==> src/rtl/gpio_ctl_pkg.sv <==
package gpio_ctl_pkg;

    localparam int unsigned ADDR_W = 3;

    // Register select; bit i of every register belongs to pin i
    typedef enum logic [ADDR_W-1:0] {
        REG_DATA = 3'd0,
        REG_DIR  = 3'd1,
        REG_ODRN = 3'd2,
        REG_POL  = 3'd3,
        REG_IEN  = 3'd4,
        REG_STS  = 3'd5
    } reg_sel_e;

    // Per-pin interrupt state
    typedef enum logic {
        IRQ_CLEAR   = 1'b0,
        IRQ_PENDING = 1'b1
    } irq_state_e;

endpackage

==> src/rtl/gpio_sync.sv <==
module gpio_sync #(
    parameter int unsigned    WIDTH   = 8,
    parameter logic [WIDTH-1:0] RST_VAL = '1
) (
    input  logic             clk,
    input  logic             rst_n,
    input  logic [WIDTH-1:0] d_i,
    output logic [WIDTH-1:0] q_o
);

    logic [WIDTH-1:0] stage1_q;
    logic [WIDTH-1:0] stage2_q;

    // Two-flop synchronizer; reset value matches the idle (pulled-up) pad level
    always_ff @(posedge clk) begin
        if (!rst_n) begin
            stage1_q <= RST_VAL;
            stage2_q <= RST_VAL;
        end else begin
            stage1_q <= d_i;
            stage2_q <= stage1_q;
        end
    end

    assign q_o = stage2_q;

endmodule

==> src/rtl/gpio_irq_cell.sv <==
module gpio_irq_cell
    import gpio_ctl_pkg::*;
(
    input  logic clk,
    input  logic rst_n,
    input  logic active_i,
    input  logic clr_i,
    output logic pend_o
);

    irq_state_e state_q;
    irq_state_e state_nxt;

    // State register
    always_ff @(posedge clk) begin
        if (!rst_n) begin
            state_q <= IRQ_CLEAR;
        end else begin
            state_q <= state_nxt;
        end
    end

    // Transitions: SET when active and not being cleared, ACK on write-1
    always_comb begin
        state_nxt = state_q;
        unique case (state_q)
            IRQ_CLEAR: begin
                if (active_i && !clr_i) begin
                    state_nxt = IRQ_PENDING;
                end
            end
            IRQ_PENDING: begin
                if (clr_i) begin
                    state_nxt = IRQ_CLEAR;
                end
            end
        endcase
    end

    // Outputs
    always_comb begin
        pend_o = (state_q == IRQ_PENDING);
    end

endmodule

==> src/rtl/gpio_regs.sv <==
module gpio_regs
    import gpio_ctl_pkg::*;
#(
    parameter int unsigned NUM_PINS = 8,
    parameter int unsigned NUM_LED  = 6
) (
    input  logic                clk,
    input  logic                rst_n,
    input  logic                wr_en_i,
    input  logic [ADDR_W-1:0]   addr_i,
    input  logic [NUM_PINS-1:0] wr_data_i,
    input  logic [NUM_PINS-1:0] pin_sync_i,
    input  logic [NUM_PINS-1:0] in_mode_i,
    input  logic [NUM_PINS-1:0] sts_i,
    input  logic [NUM_LED-1:0]  led_strap_i,
    output logic [NUM_PINS-1:0] dir_o,
    output logic [NUM_PINS-1:0] odrn_o,
    output logic [NUM_PINS-1:0] dat_o,
    output logic [NUM_PINS-1:0] pol_o,
    output logic [NUM_PINS-1:0] ien_o,
    output logic [NUM_PINS-1:0] clr_o,
    output logic [NUM_LED-1:0]  led_mode_o,
    output logic [NUM_PINS-1:0] rd_data_o
);

    logic [NUM_PINS-1:0] dir_q, odrn_q, dat_q, pol_q, ien_q;
    logic [NUM_LED-1:0]  led_q;
    reg_sel_e            sel;

    assign sel = reg_sel_e'(addr_i);

    always_ff @(posedge clk) begin
        if (!rst_n) begin
            dir_q  <= '0;
            odrn_q <= '0;
            dat_q  <= '0;
            pol_q  <= '0;
            ien_q  <= '0;
        end else if (wr_en_i) begin
            case (sel)
                REG_DATA: dat_q  <= wr_data_i;
                REG_DIR:  dir_q  <= wr_data_i;
                REG_ODRN: odrn_q <= wr_data_i;
                REG_POL:  pol_q  <= wr_data_i;
                REG_IEN:  ien_q  <= wr_data_i;
                default: ;
            endcase
        end
    end

    // Strap capture: reloaded on every edge in reset, frozen after release
    always_ff @(posedge clk) begin
        if (!rst_n) begin
            led_q <= led_strap_i;
        end
    end

    always_comb begin
        clr_o = '0;
        if (wr_en_i && (sel == REG_STS)) begin
            clr_o = wr_data_i;
        end
    end

    always_comb begin
        case (sel)
            REG_DATA: rd_data_o = (in_mode_i & pin_sync_i) | (~in_mode_i & dat_q);
            REG_DIR:  rd_data_o = dir_q;
            REG_ODRN: rd_data_o = odrn_q;
            REG_POL:  rd_data_o = pol_q;
            REG_IEN:  rd_data_o = ien_q;
            REG_STS:  rd_data_o = sts_i;
            default:  rd_data_o = '0;
        endcase
    end

    assign dir_o      = dir_q;
    assign odrn_o     = odrn_q;
    assign dat_o      = dat_q;
    assign pol_o      = pol_q;
    assign ien_o      = ien_q;
    assign led_mode_o = led_q;

endmodule

==> src/rtl/gpio_pad_mux.sv <==
module gpio_pad_mux #(
    parameter int unsigned NUM_PINS = 8,
    parameter int unsigned NUM_LED  = 6
) (
    input  logic [NUM_PINS-1:0] dir_i,
    input  logic [NUM_PINS-1:0] odrn_i,
    input  logic [NUM_PINS-1:0] dat_i,
    input  logic [NUM_LED-1:0]  led_mode_i,
    input  logic [NUM_LED-1:0]  led_src_i,
    output logic [NUM_PINS-1:0] pad_oe_o,
    output logic [NUM_PINS-1:0] pad_out_o,
    output logic [NUM_PINS-1:0] in_mode_o
);

    for (genvar i = 0; i < NUM_PINS; i++) begin : g_pin
        logic led_sel;
        logic led_val;
        if (i < NUM_LED) begin : g_led
            assign led_sel = led_mode_i[i];
            assign led_val = led_src_i[i];
        end else begin : g_plain
            assign led_sel = 1'b0;
            assign led_val = 1'b0;
        end

        // LED override first, then output drive type, else input (undriven)
        assign pad_oe_o[i]  = led_sel ? 1'b1 :
                              dir_i[i] ? (odrn_i[i] ? ~dat_i[i] : 1'b1) : 1'b0;
        assign pad_out_o[i] = led_sel ? led_val :
                              (dir_i[i] && !odrn_i[i]) ? dat_i[i] : 1'b0;
        assign in_mode_o[i] = !led_sel && !dir_i[i];
    end

endmodule

==> src/rtl/gpio_ctl.sv <==
module gpio_ctl
    import gpio_ctl_pkg::*;
#(
    parameter int unsigned NUM_PINS = 8,
    parameter int unsigned NUM_LED  = 6
) (
    input  logic                clk,
    input  logic                rst_n,
    input  logic                wr_en,
    input  logic [ADDR_W-1:0]   addr,
    input  logic [NUM_PINS-1:0] wr_data,
    output logic [NUM_PINS-1:0] rd_data,
    input  logic [NUM_PINS-1:0] pad_in,
    output logic [NUM_PINS-1:0] pad_oe,
    output logic [NUM_PINS-1:0] pad_out,
    input  logic [NUM_LED-1:0]  led_strap,
    input  logic [NUM_LED-1:0]  led_src,
    output logic                irq
);

    logic [NUM_PINS-1:0] pin_sync;
    logic [NUM_PINS-1:0] dir_q, odrn_q, dat_q, pol_q, ien_q;
    logic [NUM_PINS-1:0] clr_mask;
    logic [NUM_PINS-1:0] sts;
    logic [NUM_PINS-1:0] in_mode;
    logic [NUM_PINS-1:0] active;
    logic [NUM_LED-1:0]  led_mode;

    gpio_sync #(
        .WIDTH   (NUM_PINS),
        .RST_VAL ({NUM_PINS{1'b1}})
    ) u_sync (
        .clk   (clk),
        .rst_n (rst_n),
        .d_i   (pad_in),
        .q_o   (pin_sync)
    );

    gpio_regs #(
        .NUM_PINS (NUM_PINS),
        .NUM_LED  (NUM_LED)
    ) u_regs (
        .clk         (clk),
        .rst_n       (rst_n),
        .wr_en_i     (wr_en),
        .addr_i      (addr),
        .wr_data_i   (wr_data),
        .pin_sync_i  (pin_sync),
        .in_mode_i   (in_mode),
        .sts_i       (sts),
        .led_strap_i (led_strap),
        .dir_o       (dir_q),
        .odrn_o      (odrn_q),
        .dat_o       (dat_q),
        .pol_o       (pol_q),
        .ien_o       (ien_q),
        .clr_o       (clr_mask),
        .led_mode_o  (led_mode),
        .rd_data_o   (rd_data)
    );

    gpio_pad_mux #(
        .NUM_PINS (NUM_PINS),
        .NUM_LED  (NUM_LED)
    ) u_mux (
        .dir_i      (dir_q),
        .odrn_i     (odrn_q),
        .dat_i      (dat_q),
        .led_mode_i (led_mode),
        .led_src_i  (led_src),
        .pad_oe_o   (pad_oe),
        .pad_out_o  (pad_out),
        .in_mode_o  (in_mode)
    );

    // Active level: synchronized pin equals polarity, input pins only
    assign active = in_mode & ~(pin_sync ^ pol_q);

    for (genvar i = 0; i < NUM_PINS; i++) begin : g_irq
        gpio_irq_cell u_cell (
            .clk      (clk),
            .rst_n    (rst_n),
            .active_i (active[i]),
            .clr_i    (clr_mask[i]),
            .pend_o   (sts[i])
        );
    end

    assign irq = |(sts & ien_q);

endmodule

==> config.mk <==
export PLATFORM = sky130hd
export DESIGN_NAME = gpio_ctl
export DESIGN_NICKNAME = d
export VERILOG_FILES = /design/src/rtl/gpio_ctl_pkg.sv /design/src/rtl/gpio_sync.sv /design/src/rtl/gpio_irq_cell.sv /design/src/rtl/gpio_regs.sv /design/src/rtl/gpio_pad_mux.sv /design/src/rtl/gpio_ctl.sv
export SDC_FILE = /design/constraint.sdc
export NUM_CORES = 1
export LEC_CHECK = 0
export ABC_AREA = 1
export BUFFER_PORTS_ARGS = -buffer_cell sky130_fd_sc_hd__buf_2
export CORE_ASPECT_RATIO = 0.8
export CORE_MARGIN = 2
export CORE_UTILIZATION = 56
export CTS_CLUSTER_DIAMETER = 80
export DETAILED_ROUTE_END_ITERATION = 12
export PLACE_DENSITY = 0.81
export SYNTH_ARGS = -nofsm -noshare
export SYNTH_HDL_FRONTEND = slang
export SYNTH_SLANG_ARGS = --single-unit
==> constraint.sdc <==
create_clock -name clk -period 1.55 [get_ports clk]
set_input_delay 0.0775 -clock clk [delete_from_list [all_inputs] [get_ports clk]]
set_output_delay 0.0775 -clock clk [all_outputs]
set_load 0.1 [all_outputs]
After elaboration in Yosys (flattened, before gate mapping)
Cells that the tools add are included.
- bits in latches: 0
- memories: 0
- input bits: 34
- memory bits (writable): 0
- bits in registers: 70
- output and inout bits: 25
- ROM bits: 0
- logic and storage cells: 167
- multiplexer cells: 62
- reductions and logical operators: 60
- shift-type cells: 0
- div/mod/pow operators: 0
- equality and inequality tests: 5
- add/subtract/negate cells: 0
- magnitude comparators: 0
- multiply operators: 0
- bitwise gates (word level): 24
- operators with widths (operator ; number):
    two-way mux 1 bit ; 52
    one-hot mux 8 bit (6 select lines) ; 1
    AND 8 bit ; 4
    zero test 1 bit ; 30
    logical AND 1 bit ; 23
    NOT 1 bit ; 16
    NOT 8 bit ; 2
    one-hot mux 1 bit (2 select lines) ; 8
    AND reduction 2 bit ; 5
    two-way mux 8 bit ; 1
    bitwise OR 8 bit ; 1
    OR reduction 8 bit ; 1
    XOR 8 bit ; 1
    == test 3 x 2 -> 1 bit (second input constant) ; 2
    == test 3 bit (second input constant) ; 2
    == test 3 x 1 -> 1 bit (second input constant) ; 1
    zero test 3 bit ; 1

Logic depth before layout (Yosys ltp)
- word-level depth: 7
- depth in mapped cells: 8

Modules after synthesis
From an unflattened synthesis, not the netlist that was laid out.
- cells, all modules: 588
- area, all modules: 3764.9 µm²
- by module, submodules not included (module ; sequential area each (µm²) ; instances ; area each (µm²) ; cells each):
    gpio_regs ; 980.9 ; 1 ; 2532.4 ; 390
    gpio_sync ; 320.3 ; 1 ; 479.2 ; 50
    gpio_pad_mux ; 0.0 ; 1 ; 286.5 ; 69
    gpio_irq_cell ; 20.0 ; 8 ; 35.0 ; 5
    gpio_ctl ; 0.0 ; 1 ; 186.4 ; 39

Worst setup path after synthesis
No wires, ideal clock.
- path type: reg2out
- start: reg u_regs.led_q[0] (netlist: u_regs.led_mode_o[0])
- end: out pad_out[0]
- cell stages (with the launch flop): 2
- required time: 1472 ps
- path slack: -1229 ps
- path buffers: 0
- arrival: 2702 ps
- path through: edfxtp_1 o31ai_1
- cells in the longest elaborated chain, start to end: 1
- ends and longest elaborated chain (element ; RTL line ; text):
    start: declaration ; gpio_regs.sv:27 ; logic [NUM_LED-1:0] led_q;
    start signal: assignment ; gpio_regs.sv:54 ; led_q <= led_strap_i;
    two-way mux 1 bit ; gpio_pad_mux.sv:29 ; assign pad_out_o[i] = led_sel ? led_val :
    end: declaration ; gpio_ctl.sv:15 ; output logic [NUM_PINS-1:0] pad_out,
No other way between the ends.

Worst setup path after layout
- start: reg u_regs.led_q[1] (netlist: u_regs.led_mode_o[1])
- end: out rd_data[1]
- cells in the longest elaborated chain, start to end: 6
- ends and longest elaborated chain (element ; RTL line ; text):
    zero test 1 bit (*) ; gpio_pad_mux.sv:31 ; assign in_mode_o[i] = !led_sel && !dir_i[i];
    logical AND 1 bit (*) ; gpio_pad_mux.sv:31 ;
    NOT 8 bit ; gpio_regs.sv:67 ; REG_DATA: rd_data_o = (in_mode_i & pin_sync_i) | (~in_mode_i & dat_q);
    AND 8 bit ; gpio_regs.sv:67 ;
    bitwise OR 8 bit (*) ; gpio_regs.sv:67 ;
    one-hot mux 8 bit (6 select lines) (*) ; gpio_regs.sv:66 ; case (sel)
    end: declaration ; gpio_ctl.sv:12 ; output logic [NUM_PINS-1:0] rd_data,
Mark *: on every way between the ends. The rest lies on a longest branch, timed or not.

==> run metrics <==
share of the synthesized area in the top cell type 0.365; failing checks negative setup slack; slew of the pin with the lowest slew margin 497 ps; synth warn 0; WP data required 1470 ps; Std-Cell Core Area 5970 um2; post-synth cell types 24; TritonCTS clock tree done; Post-DRT Antenna Nets 0; maximum clock path buffer count 2; routability cong. 0.916; Die W 92.5 um; fmax 634 MHz; Mapped Nets 571; drt total wl 10.3 mm; crit path kind flop to primary output; hold path startpoint wr_data[7]; routed vias 3824; I/O Buffers 58; CP arrival 1500 ps; CTS root buffer clkbuf_8; P_leak 2.25 nW; area of the mapped netlist 3510 um2; clock skew 11.7 ps; Pwr Density 963 nW/um2; drc violations 0; CTS H-Tree Depth 3; Initial DRC Count 321; nets 662; most area-hungry cell type in the Yosys netlist dfxtp_1; final hold vios 0; HP Class input port to flop; worst IR drop on VDD 886 uV; layout cells sized above 1 0.239; # clock sinks 70; RSZ-0062 raised after global routing true; vias in the first global route 3463; Final Max Slew Viols 0; max_slew headroom 0.671; RR Startpoint u_regs.led_mode_o[1]; gr usage total 0.305; wire length of the first global-routing pass 16.3 mm; ANT cells 0; CTS Buf Count 9; I/O pin count 59; Logic pwr share 0.216; Die Y 74.8 um; clock share of power 0.355; worst-path maximum fanout 5; Switching Share 0.307; Synth area leaders dfxtp_1 (37%), nand2_1 (17%), nor2_1 (10%); DP Wirelength 6.78 mm; DR vias/cell 5.36; Seq/Total Area, Yosys 0.417; router iterations before antenna repair 6; Setup crit start kind flop; sequential power share 0.428; pin count of the biggest net entering global routing 37; min cycle time layout 1580 ps; global route overflow 0; die area 6920 um2; max_cap viols 0; Setup violations, final 2; Avg Synthesized Cell Area 6.53 um2; Wirelength per Cell 14.4 um; area grow syn2layout 35.8%; initial antenna violation count 0; P_sw 0.00141 W; final core area utilization 0.797; Place WS 240 ps; num rows 25; Starting Density 0.587; internal power 0.00318 W; crit path capture type primary output; Clock Pin Slew Worst Setup and Hold Paths 70 ps; clk_lat worst skew 350 ps; synthesized flop and latch total 70; final worst slack -27.7 ps; Post-Syn Instances 537; critical path startpoint u_regs.led_mode_o[1]; status complete, but fails checks; crit share post-route 1.02
[path summary, 6_finish.rpt]
check / end / slack, ps / depth (start not counted)
min: u_regs.dat_o[7] / 20 / 3
min reg2reg: u_sync.q_o[1] / 410 / 1
max: rd_data[1] / -30 / 5
max reg2reg: g_irq[1].u_cell.pend_o / 470 / 5
[kinds of logic after synthesis]
kind of cell,share of synthesized area
flip-flops,0.417
buffers and inverters,0.0899
AO/OA/AOI/OAI,0.0785
AND/OR/NAND/NOR,0.415
[power by group through the flow]
stage | Sequential, W | Combinational [W] | Clock (W)
after floorplan | 0.00199 | 0.000627 | 0
after global placement | 0.00201 | 0.000881 | 0
after detailed placement | 0.00201 | 0.000898 | 0
after CTS | 0.00196 | 0.000958 | 0.00164
after global routing | 0.00197 | 0.00105 | 0.00171
final | 0.00196 | 0.000992 | 0.00163
[synth_stat cells, drive strengths merged]
| library cell | n |
|---|---|
| nor3 | 2 |
| buf | 14 |
| nand3 | 38 |
| nand2 | 164 |
| or2 | 16 |
| a21oi | 26 |
| inv | 54 |
| o21ai | 14 |
| nand4 | 18 |
| dfxtp | 64 |
| o21bai | 4 |
| o31ai | 6 |
| clkbuf | 8 |
| edfxtp | 6 |
| clkinv | 1 |
| nor2 | 102 |
[final cells by class]
class	count	area, um2
fill	437	1210
tap	81	101
timing repair buffer	102	922
clock buffer	12	145
sequential	70	1470
inverter	55	206
clock inverter	4	70.1
multi-input combinational	390	1850
[per-stage QoR]
step | hold slack, ps | setup TNS [ps] | instance area, um2 | power [W] | instances
after detailed placement | 256 | 0 | 4290 | 0.00290 | 676
final | 18.9 | -47.5 | 4760 | 0.00459 | 714
after global routing | 46.2 | -176 | 4760 | 0.00473 | 714
after global placement | 254 | 0 | 4290 | 0.00289 | 676
after floorplan | 176 | -363 | 3610 | 0.00261 | 537
after CTS | 13.5 | -6.16 | 4710 | 0.00456 | 713
[registers in the layout, summed over array words and instances (netlist names)]
name	cells
u_sync.q_o	8
u_regs.dat_o	8
g_irq.u_cell.pend_o	8
u_regs.pol_o	8
u_regs.dir_o	8
u_regs.ien_o	8
u_regs.odrn_o	8
u_regs.led_mode_o	6
u_sync.stage1_q	8
[what timing repair did]
item	in CTS	in global routing
pin swaps	0	2
hold buffers	15	0
endpoints found under the setup margin	8	20
gates resized for setup	5	21
setup buffers	6	1
endpoints found under the hold margin	15	0
[cells in the final DEF (no fill, tap or decap), drive strengths merged]
master / count
or2: 16
a21oi: 26
bufinv: 2
buf: 83
inv: 54
edfxtp: 6
nand3: 38
clkinv: 3
o21bai: 4
nand2: 164
nor3: 2
dlygate4sd3: 15
o31ai: 6
dfxtp: 64
o21ai: 14
nor2: 102
clkbuf: 16
nand4: 18
[routing by layer]
| layer | wire length, um | vias up | global-route usage |
|---|---|---|---|
| li1 | - | 1868 | - |
| met2 | 4750 | 211 | 0.516 |
| met4 | 204 | 0 | 0.113 |
| met5 | 0 | - | 0 |
| met1 | 4180 | 1720 | 0.393 |
| met3 | 1130 | 25 | 0.0631 |
[critical path, stage by stage, from the launching register on]
cell,delay [ps]
edfxtp_1,460
o21ai_1,180
nand2_1,110
a21oi_2,150
nand2_2,80
buf_12,170
Power figures use the tool's default switching activity.
